File: config.mk
export PLATFORM = sky130hd
export DESIGN_NAME = rx_dest_filter
export DESIGN_NICKNAME = d
export VERILOG_FILES = /design/src/rtl/rx_dest_filter_pkg.sv /design/src/rtl/rx_dest_filter_ctrl.sv /design/src/rtl/rx_dest_filter_dp.sv /design/src/rtl/rx_dest_filter.sv
export SDC_FILE = /design/constraint.sdc
export NUM_CORES = 1
export LEC_CHECK = 0
export BUFFER_PORTS_ARGS = -buffer_cell sky130_fd_sc_hd__buf_2
export CORE_ASPECT_RATIO = 0.7
export CORE_MARGIN = 1.5
export CORE_UTILIZATION = 35
export CTS_CLUSTER_SIZE = 8
export DETAILED_ROUTE_END_ITERATION = 16
export SLEW_MARGIN = 30
export SYNTH_ARGS = -nofsm -noshare
export SYNTH_HDL_FRONTEND = slang
export SYNTH_HIERARCHICAL = 1
export SYNTH_SLANG_ARGS = --single-unit
File: constraint.sdc
create_clock -name clk -period 3.59 [get_ports clk]
set_clock_uncertainty 0.1 [all_clocks]
set_input_delay 0.359 -clock clk [delete_from_list [all_inputs] [get_ports clk]]
set_output_delay 0.359 -clock clk [all_outputs]
set_load 0.05 [all_outputs]
File: src/rtl/rx_dest_filter_pkg.sv
`timescale 1ns/1ps
package rx_dest_filter_pkg;

  localparam int FLAG_MC_POS  = 19;
  localparam int FLAG_BC_POS  = 20;
  localparam int FLAG_HH_POS  = 25;
  localparam int FLAG_SH_POS  = 26;
  localparam int STATUS_WIDTH = 32;

  typedef enum logic [1:0] {
    MODE_STATION = 2'b00,
    MODE_HASHED  = 2'b01,
    MODE_ALLMC   = 2'b10,
    MODE_PROMISC = 2'b11
  } fltMode_e;

  // Strobes from control to datapath
  typedef struct packed {
    logic start;   // first byte of a frame taken
    logic shift;   // an address byte is taken
    logic decide;  // register the decision
  } fltStrobe_t;

  // One byte of a big-endian CRC, bit 0 of the byte first
  function automatic logic [31:0] crcStep(input logic [31:0] crcIn,
                                          input logic [7:0]  dataIn,
                                          input logic [31:0] poly);
    logic [31:0] c;
    logic        fb;
    c = crcIn;
    for (int i = 0; i < 8; i++) begin
      fb = c[31] ^ dataIn[i];
      c  = {c[30:0], 1'b0} ^ (fb ? poly : 32'h0);
    end
    return c;
  endfunction

endpackage

File: src/rtl/rx_dest_filter_ctrl.sv
`timescale 1ns/1ps
module rx_dest_filter_ctrl
  import rx_dest_filter_pkg::*;
#(
  parameter int ADDR_BYTES = 6
) (
  input  logic       clk,
  input  logic       rstN,
  input  logic       inSof,
  input  logic       inValid,
  output fltStrobe_t strobe
);
  localparam int CW = $clog2(ADDR_BYTES + 1);

  logic [CW-1:0] byteCnt;   // 0: no frame seen, ADDR_BYTES: address complete
  logic          pending;
  logic          sofNow;
  logic          inAddr;
  logic          shiftNow;
  logic          lastNow;

  assign sofNow   = inSof & inValid;
  assign inAddr   = (byteCnt != '0) && (byteCnt < CW'(ADDR_BYTES));
  assign shiftNow = sofNow | (inValid & inAddr);
  assign lastNow  = shiftNow & (sofNow ? (ADDR_BYTES == 1)
                                       : (byteCnt == CW'(ADDR_BYTES - 1)));

  always_ff @(posedge clk or negedge rstN) begin
    if (!rstN) begin
      byteCnt <= '0;
      pending <= 1'b0;
    end else begin
      if (sofNow)        byteCnt <= CW'(1);
      else if (shiftNow) byteCnt <= byteCnt + CW'(1);
      pending <= lastNow;
    end
  end

  assign strobe.start  = sofNow;
  assign strobe.shift  = shiftNow;
  assign strobe.decide = pending & ~sofNow;

endmodule

File: src/rtl/rx_dest_filter_dp.sv
`timescale 1ns/1ps
module rx_dest_filter_dp
  import rx_dest_filter_pkg::*;
#(
  parameter int          ADDR_BYTES = 6,
  parameter int          HASH_BITS  = 6,
  parameter logic [31:0] CRC_POLY   = 32'h04C11DB7
) (
  input  logic                        clk,
  input  logic                        rstN,
  input  fltStrobe_t                  strobe,
  input  logic [7:0]                  inByte,
  input  logic [8*ADDR_BYTES-1:0]     cfgStation,
  input  logic [(1<<HASH_BITS)-1:0]   cfgHashMask,
  input  logic [1:0]                  cfgMode,
  output logic                        outValid,
  output logic                        outAccept,
  output logic                        outMulticast,
  output logic                        outBroadcast,
  output logic                        outStationHit,
  output logic                        outHashHit
);
  localparam int AW = 8 * ADDR_BYTES;
  localparam int MW = 1 << HASH_BITS;

  logic [AW-1:0]        stationQ;
  logic [MW-1:0]        maskQ;
  fltMode_e             modeQ;
  logic [AW-1:0]        addrQ;
  logic [31:0]          crcQ;

  logic [HASH_BITS-1:0] hashIdx;
  logic                 isMc;
  logic                 isBc;
  logic                 stHit;
  logic                 hHit;
  logic                 acceptNow;

  assign hashIdx = crcQ[31 -: HASH_BITS];
  assign isMc    = addrQ[AW-8];
  assign isBc    = &addrQ;
  assign stHit   = (addrQ == stationQ);
  assign hHit    = isMc & maskQ[hashIdx];

  always_comb begin
    acceptNow = isBc | stHit;
    unique case (modeQ)
      MODE_STATION: acceptNow = acceptNow;
      MODE_HASHED:  acceptNow = acceptNow | hHit;
      MODE_ALLMC:   acceptNow = acceptNow | isMc;
      MODE_PROMISC: acceptNow = 1'b1;
    endcase
  end

  always_ff @(posedge clk or negedge rstN) begin
    if (!rstN) begin
      stationQ      <= '0;
      maskQ         <= '0;
      modeQ         <= MODE_STATION;
      addrQ         <= '0;
      crcQ          <= '1;
      outValid      <= 1'b0;
      outAccept     <= 1'b0;
      outMulticast  <= 1'b0;
      outBroadcast  <= 1'b0;
      outStationHit <= 1'b0;
      outHashHit    <= 1'b0;
    end else if (strobe.start) begin
      stationQ      <= cfgStation;
      maskQ         <= cfgHashMask;
      modeQ         <= fltMode_e'(cfgMode);
      addrQ         <= {{(AW-8){1'b0}}, inByte};
      crcQ          <= crcStep(32'hFFFF_FFFF, inByte, CRC_POLY);
      outValid      <= 1'b0;
      outAccept     <= 1'b0;
      outMulticast  <= 1'b0;
      outBroadcast  <= 1'b0;
      outStationHit <= 1'b0;
      outHashHit    <= 1'b0;
    end else begin
      if (strobe.shift) begin
        addrQ <= {addrQ[AW-9:0], inByte};
        crcQ  <= crcStep(crcQ, inByte, CRC_POLY);
      end
      if (strobe.decide) begin
        outValid      <= 1'b1;
        outAccept     <= acceptNow;
        outMulticast  <= isMc;
        outBroadcast  <= isBc;
        outStationHit <= stHit;
        outHashHit    <= hHit;
      end
    end
  end

endmodule

File: src/rtl/rx_dest_filter.sv
`timescale 1ns/1ps
module rx_dest_filter
  import rx_dest_filter_pkg::*;
#(
  parameter int          ADDR_BYTES = 6,
  parameter int          HASH_BITS  = 6,
  parameter logic [31:0] CRC_POLY   = 32'h04C11DB7
) (
  input  logic                        clk,
  input  logic                        rstN,
  input  logic [8*ADDR_BYTES-1:0]     cfgStation,
  input  logic [(1<<HASH_BITS)-1:0]   cfgHashMask,
  input  logic [1:0]                  cfgMode,
  input  logic                        inSof,
  input  logic                        inValid,
  input  logic [7:0]                  inByte,
  output logic                        outValid,
  output logic                        outAccept,
  output logic                        outMulticast,
  output logic                        outBroadcast,
  output logic                        outStationHit,
  output logic                        outHashHit,
  output logic [STATUS_WIDTH-1:0]     outStatusFlags
);
  fltStrobe_t strobe;

  rx_dest_filter_ctrl #(.ADDR_BYTES(ADDR_BYTES)) u_ctrl (
    .clk     (clk),
    .rstN    (rstN),
    .inSof   (inSof),
    .inValid (inValid),
    .strobe  (strobe)
  );

  rx_dest_filter_dp #(
    .ADDR_BYTES (ADDR_BYTES),
    .HASH_BITS  (HASH_BITS),
    .CRC_POLY   (CRC_POLY)
  ) u_dp (
    .clk           (clk),
    .rstN          (rstN),
    .strobe        (strobe),
    .inByte        (inByte),
    .cfgStation    (cfgStation),
    .cfgHashMask   (cfgHashMask),
    .cfgMode       (cfgMode),
    .outValid      (outValid),
    .outAccept     (outAccept),
    .outMulticast  (outMulticast),
    .outBroadcast  (outBroadcast),
    .outStationHit (outStationHit),
    .outHashHit    (outHashHit)
  );

  always_comb begin
    outStatusFlags              = '0;
    outStatusFlags[FLAG_MC_POS] = outMulticast;
    outStatusFlags[FLAG_BC_POS] = outBroadcast;
    outStatusFlags[FLAG_HH_POS] = outHashHit;
    outStatusFlags[FLAG_SH_POS] = outStationHit;
  end

endmodule

# [After elaboration in Yosys (flattened, before gate mapping)]
# Index checks and enable logic that the tools add are counted.
[totals] register_bits=204 in_bits=126 word_cells=106
[op_classes] addsub=1 n_lt_le_gt_ge=2 eq_ne=5 muxes=38 bitwise_logic=41 reduce_logical=6
[op_table] cell="bitwise XOR 32 bit" count=15
[op_table] cell="2-to-1 mux 27 bit" count=16
[op_table] cell="2-to-1 mux 48 bit" count=2
[op_table] cell="2-to-1 mux 32 bit" count=2
[op_table] cell="equality test 48 bit" count=1
[op_table] cell="AND reduction 48 bit" count=1
[op_table] cell="NOT 31 bit" count=1
[op_table] cell="bitwise XOR 1 bit" count=15
[op_table] cell="2-to-1 mux 1 bit" count=14
[op_table] cell="< comparator 6 x 7 -> 1 bit (second input constant)" count=1
[op_table] cell="binary-select mux 1 bit (select 6 bit)" count=1
[op_table] cell="2-to-1 mux 3 bit" count=2
[op_table] cell="bitwise AND 1 bit" count=5
[op_table] cell="equality test 2 bit (second input constant)" count=2
[op_table] cell="bitwise OR 1 bit" count=4
[op_table] cell="one-hot mux 1 bit (4 select lines)" count=1
[op_table] cell="nonzero test 2 bit" count=2
[op_table] cell="adder 3 x 1 -> 3 bit (second input constant)" count=1
[op_table] cell="equality test 3 bit (second input constant)" count=1
[op_table] cell="< comparator 3 bit (second input constant)" count=1
[op_table] cell="nonzero test 3 bit" count=1
[op_table] cell="equality test 2 x 1 -> 1 bit (second input constant)" count=1
[op_table] cell="logical NOT 2 bit" count=1
[op_table] cell="logical AND 1 bit" count=1
[op_table] cell="NOT 1 bit" count=1

# [Logic depth before layout (Yosys ltp)]
[logic_depth] word_depth=26 ltp_mapped=11 ltp_nobuf=7

# [By module]
# Netlist, hierarchy kept.
[by_module_without_submodules] mod="rx_dest_filter_dp" instances=1 cells_each=810 area_per_inst_um2=10427.5 seq_area_each_um2=5044.8
[by_module_without_submodules] mod="rx_dest_filter_ctrl" instances=1 cells_each=29 area_per_inst_um2=272.8 seq_area_each_um2=100.1
[by_module_without_submodules] mod="rx_dest_filter" instances=1 cells_each=33 area_per_inst_um2=244.0 seq_area_each_um2=0.0

# [Worst setup path after synthesis]
# OpenSTA, ideal clock, no wires.
[synth_path] kind="flip-flop to flip-flop" startpoint="register u_ctrl.byteCnt[1]" endpoint="register u_dp.addrQ[17]" setup_time_ps=132 arrival_ps=2274 setup_slack_ps=1084 path_stages_with_launch=11 path_buffers=4 synth_period_minus_slack_ps=2506 cell_sequence="dfrtp_1 inv_1 ha_1 mux2i_1 o21a_1 buf_4 clkbuf_1 clkbuf_1 buf_1 mux2i_1 nor2_1"
[synth_via] elab_chain_len=5 word_cells_on_any_way=6 cone_classes="1 x order compare; 2 x bitwise; 3 x reduce/logical"
[synth_lines] element="start: declaration" line="rx_dest_filter_ctrl.sv:15" source="logic [CW-1:0] byteCnt;"
[synth_lines] element="start signal: assignment" line="rx_dest_filter_ctrl.sv:34" source="else if (shiftNow) byteCnt <= byteCnt + CW'(1);"
[synth_lines] element="< comparator 3 bit or nonzero test 3 bit (tied branches)" line="rx_dest_filter_ctrl.sv:23" source="assign inAddr = (byteCnt != '0) && (byteCnt < CW'(ADDR_BYTES));"
[synth_lines] element="logical AND 1 bit (*)" line="rx_dest_filter_ctrl.sv:23"
[synth_lines] element="bitwise AND 1 bit (*)" line="rx_dest_filter_ctrl.sv:24" source="assign shiftNow = sofNow | (inValid & inAddr);"
[synth_lines] element="bitwise OR 1 bit (*)" line="rx_dest_filter_ctrl.sv:24"
[synth_lines] element="named net u_ctrl.shiftNow" line="rx_dest_filter_ctrl.sv:19" source="logic shiftNow;"
[synth_lines] element="nonzero test 2 bit (no line) (*)"
[synth_lines] element="end signal: assignment" line="rx_dest_filter_dp.sv:72" source="addrQ <= {{(AW-8){1'b0}}, inByte};"
[synth_lines] element="end signal: assignment" line="rx_dest_filter_dp.sv:82" source="addrQ <= {addrQ[AW-9:0], inByte};"
[synth_lines] element="end: declaration" line="rx_dest_filter_dp.sv:29" source="logic [AW-1:0] addrQ;"
# Mark *: on every way through the listed nets, which the timed path passes. The rest lies on a longest branch.
# A chain may end at the register's enable or synchronous reset.

# [Worst setup path in the final report]
[layout_path] startpoint="register u_dp.crcQ[26]" endpoint="register u_dp.outAccept"
[layout_via] elab_chain_len=7
[layout_lines] element="start: declaration" line="rx_dest_filter_dp.sv:30" source="logic [31:0] crcQ;"
[layout_lines] element="start signal: assignment" line="rx_dest_filter_dp.sv:73" source="crcQ <= crcStep(32'hFFFF_FFFF, inByte, CRC_POLY);"
[layout_lines] element="start signal: assignment" line="rx_dest_filter_dp.sv:83" source="crcQ <= crcStep(crcQ, inByte, CRC_POLY);"
[layout_lines] element="binary-select mux 1 bit (select 6 bit)" line="rx_dest_filter_dp.sv:43" source="assign hHit = isMc & maskQ[hashIdx];"
[layout_lines] element="2-to-1 mux 1 bit (not written as such)" line="rx_dest_filter_dp.sv:43"
[layout_lines] element="bitwise AND 1 bit" line="rx_dest_filter_dp.sv:43"
[layout_lines] element="bitwise OR 1 bit" line="rx_dest_filter_dp.sv:49" source="MODE_HASHED: acceptNow = acceptNow | hHit;"
[layout_lines] element="one-hot mux 1 bit (4 select lines)" line="rx_dest_filter_dp.sv:47" source="unique case (modeQ)"
[layout_lines] element="2-to-1 mux 1 bit" line="rx_dest_filter_dp.sv:85" source="if (strobe.decide) begin"
[layout_lines] element="2-to-1 mux 1 bit" line="rx_dest_filter_dp.sv:68" source="end else if (strobe.start) begin"
[layout_lines] element="end signal: assignment" line="rx_dest_filter_dp.sv:87" source="outAccept <= acceptNow;"
[layout_lines] element="end: declaration" line="rx_dest_filter_dp.sv:17" source="output logic outAccept,"
# Every way passes these cells. The select of a mux whose other input is x is not followed.

==> results summary <==
The run finished with clean final reports. In this run the vertical extent of the chip is 151 µm. The clock sink count came out at 204. The most frequently used flop master after synthesis is dfrtp_1.

The wire length of the first global-routing pass came out at 43600 µm. In this run the worst hold path is classified as input pin to register. Setup repair after global routing left no endpoint under its margin.

The arrival time reported for the critical path endpoint came out at 2960 ps. The combined buffer and inverter count along the critical path is 0. The global-route congestion overflow total came out at 0.

The core region is 30400 µm². The clock insertion delay at the later pin of the skew report is 540 ps. Dividing total power by cell area gives a power density of 738 nW/µm². The residual DRC count is 0. The routed length per instance came out at 18.1 µm.

The total routing resource utilization after global routing came out at 0.173. Of the cells placed in the final design, the portion with a size suffix greater than 1 is 0.319. The portion of the clock cycle consumed by the worst path in the final layout came out at 0.738. The number of search-and-repair iterations in the first detailed-routing pass came out at 5. The share of synthesized area occupied by flip-flops and latches came out at 0.470. The path type of the worst setup path is register to register.

The max capacitance violation total is 0. The routability congestion estimate came out at 0.836. The I/O pin count is 164.

The HPWL after detailed placement is 19200 µm. The number of flops mapped to enable cells by yosys came out at 0. The die area is 32400 µm². The kind of capture point of the worst setup path is a register.

Timing would allow up to 378 MHz. The internal power came out at 6650 µW. The pre-CTS setup slack is 909 ps. The static leakage is 0.00611 µW. STA puts the critical path data required time at 3900 ps. In this design, the stage delay of the slowest critical-path cell is 900 ps.

The number of warnings printed during yosys synthesis is 6. The register bit count reported by yosys is 204. The count of endpoints failing hold in the final timing report is 0. The maximum level of the CTS H-tree came out at 1. The net switching power came out at 3590 µW.

The TritonCTS buffer count is 29. The mean area per synthesized cell came out at 12.6 µm². The initial antenna violation count came out at 0. The clock network power share is 0.245. STA classifies the critical path startpoint as a register. The combinational share of power is 0.401.

The critical-path maximum fanout is 18. The number of global-route vias before repair came out at 7339. The number of antenna repair diodes came out at 0. The starting density of the core came out at 0.360. The number of port buffers came out at 135. Synthesis produced 872 cells. Once the clock tree was built, the resizer swapped 0 gates to a different size. The routed layout has 7381 vias.

Of the total power, the share spent switching nets is 0.350. The transition at the pin with the smallest max-transition slack came out at 994 ps. The final setup TNS is 0 ps. The number of setup buffers added after CTS came out at 0.

Walking the worst path, the cells encountered are mux4_2 -> and3b_1 -> o41ai_2 -> o22ai_2 -> o21ai_2 -> a211oi_2. The async set-or-reset flop fraction in the synthesized netlist is 1.00. Among all stages on the critical path, the largest delay is contributed by dfstp_2. The average via count per standard cell came out at 4.79. The cell sitting at the root of the clock tree is a clkbuf_16.

The detailed-route wire length came out at 27900 µm. The number of setup violations in the final report came out at 0. The number of different library cells used by synthesis comes to 56. After layout, the minimum clock period comes to 2650 ps.

TritonCTS built the clock tree. The count of hold buffers inserted by post-cts repair came out at 115. The area growth from synthesis to layout is 26.7%. The synthesized area is 10900 µm².

The site row count is 53. The first routing iteration left 401 violations. The worst-case headroom to the max-slew limit is 0.333.

The post-route worst setup slack is 942 ps. The maximum vdd drop is 0.000365 V. The horizontal die dimension is 214 µm. The number of buffers on the longest clock path came out at 3. The number of nets in the layout is 1240.

The share of total power dissipated in sequential elements is 0.354. The post-CTS clock slew at the launch and capture registers of the worst setup and hold paths is 50 ps. Entering global routing, the biggest net connects 86 pins. The total count of max-transition violations in the final report is 0. The power consumption is 10200 µW. The count of nets left with antenna violations once routing finished came out at 0. The kind of cell with the highest combined delay along the critical path is flip-flops.
power by group through the flow:
| stage | Combinational (µW) | Sequential [µW] | Clock, µW |
|---|---|---|---|
| 6_report | 4110 | 3630 | 2510 |
| 3_3_place_gp | 3960 | 3640 | 0 |
| 2_1_floorplan | 3500 | 3310 | 0 |
| 3_5_place_dp | 3990 | 3650 | 0 |
| 4_1_cts | 4120 | 3630 | 2590 |
| 5_1_grt | 4490 | 3710 | 2700 |
cells in the final DEF (no fill, tap or decap), drive strengths merged, types with 2 or more instances in the layout:
| cell type | Yosys | layout |
|---|---|---|
| dfrtp | 172 | 172 |
| buf | 58 | 147 |
| mux2 | 120 | 120 |
| dlygate4sd3 | 0 | 115 |
| xor2 | 78 | 78 |
| xnor2 | 78 | 78 |
| mux2i | 67 | 67 |
| nor2 | 62 | 62 |
| clkbuf | 27 | 52 |
| dfstp | 32 | 32 |
| conb | 1 | 28 |
| nand2 | 26 | 26 |
| o21ai | 26 | 26 |
| a21oi | 17 | 17 |
| mux4 | 17 | 17 |
| nor4 | 15 | 15 |
| nand4 | 15 | 15 |
| nor2b | 7 | 7 |
| ha | 6 | 6 |
| inv | 5 | 6 |
| o22ai | 6 | 6 |
| nand3 | 4 | 4 |
| nand2b | 3 | 3 |
| nor3 | 3 | 3 |
| a211oi | 3 | 3 |
| and3 | 2 | 2 |
| xnor3 | 2 | 2 |
| o32a | 2 | 2 |
| a211o | 2 | 2 |
| o21a | 2 | 2 |
final cells by class:
class	instances	area, µm²
Sequential cell	204	5140
Tap cell	412	515
Inverter	5	18.8
Multi-Input combinational cell	605	5390
Clock inverter	2	25.0
Timing Repair Buffer	263	1970
Fill cell	2792	16500
Clock buffer	51	808
worst register-to-register path: stages (launching register included):
cell      delay, ps
dfstp_2         900
mux4_2          570
and3b_1         180
o41ai_2         340
o22ai_2         180
o21ai_2         160
a211oi_2         80
routing by layer:
metal,GRT usage,up-vias,part of all wire
met4,0.0313,0,0.012
met1,0.274,3740,0.52
met3,0.0273,25,0.040
li1,-,3457,-
met2,0.247,159,0.43
met5,0,-,0
worst paths after layout:
kind | slack [ps] | end | cells after the start | from
worst max-delay path | 940 | u_dp/outAccept$_DFFE_PN0P_ | 6 | u_dp/crcQ[26]$_DFFE_PN1P_
min in group asynchronous | 340 | u_dp/stationQ[31]$_DFFE_PN0P_ | 2 | rstN
max in group asynchronous | 2190 | u_dp/crcQ[30]$_DFFE_PN1P_ | 3 | rstN
worst max register to register | 940 | u_dp/outAccept$_DFFE_PN0P_ | 6 | u_dp/crcQ[26]$_DFFE_PN1P_
worst min register to register | 390 | u_dp/outValid$_DFFE_PN0P_ | 2 | u_dp/outValid$_DFFE_PN0P_
worst min-delay path | 80 | u_ctrl/byteCnt[1]$_DFFE_PN0P_ | 3 | inValid
logic make-up (layout without fill, tap and decap cells):
kind of cell,count (synthesis),count (layout),synth area share
DFF,204,204,0.470
xor gates and xnor gates,158,158,0.151
adders and majority gates,6,6,0.00686
and+or+nand+nor,143,143,0.0615
other,1,28,0.000343
AOI/OAI and AO/OA,66,66,0.0381
buffers and inverters,90,321,0.0480
muxes,204,204,0.224
stage by stage:
stage                     utilization  std cells  hold slack [ps]  cell area [µm²]
after global routing            0.457       1542             71.8            13900
after floorplan                     -        899            -36.6            11000
after detailed placement        0.391       1374              324            11900
final                           0.457       1542             84.2            13900
after global placement          0.391       1374              324            11900
after CTS                       0.457       1542             44.9            13900
synth_stat cells (all sizes together), types with 2 or more instances:
cell	n	area share
a211o	2	0.0016
a211oi	3	0.0025
a21oi	17	0.0078
and3	2	0.0011
buf	58	0.037
clkbuf	27	0.0093
dfrtp	172	0.39
dfstp	32	0.077
ha	6	0.0069
inv	5	0.0017
mux2	120	0.12
mux2i	67	0.061
mux4	17	0.039
nand2	26	0.0089
nand2b	3	0.0017
nand3	4	0.0018
nand4	15	0.0086
nor2	62	0.021
nor2b	7	0.0040
nor3	3	0.0014
nor4	15	0.0086
o21a	2	0.0014
o21ai	26	0.012
o22ai	6	0.0040
o32a	2	0.0018
xnor2	78	0.079
xnor3	2	0.0041
xor2	78	0.069
sequential cells by signal, summed over array words and instances, names as in the netlist, 2 cells and up:
register / flops
u_ctrl/byteCnt: 3
u_dp/maskQ: 64
u_dp/crcQ: 32
u_dp/modeQ: 2
u_dp/addrQ: 48
u_dp/stationQ: 48
No activity file was read; power rests on OpenSTA's default activity.
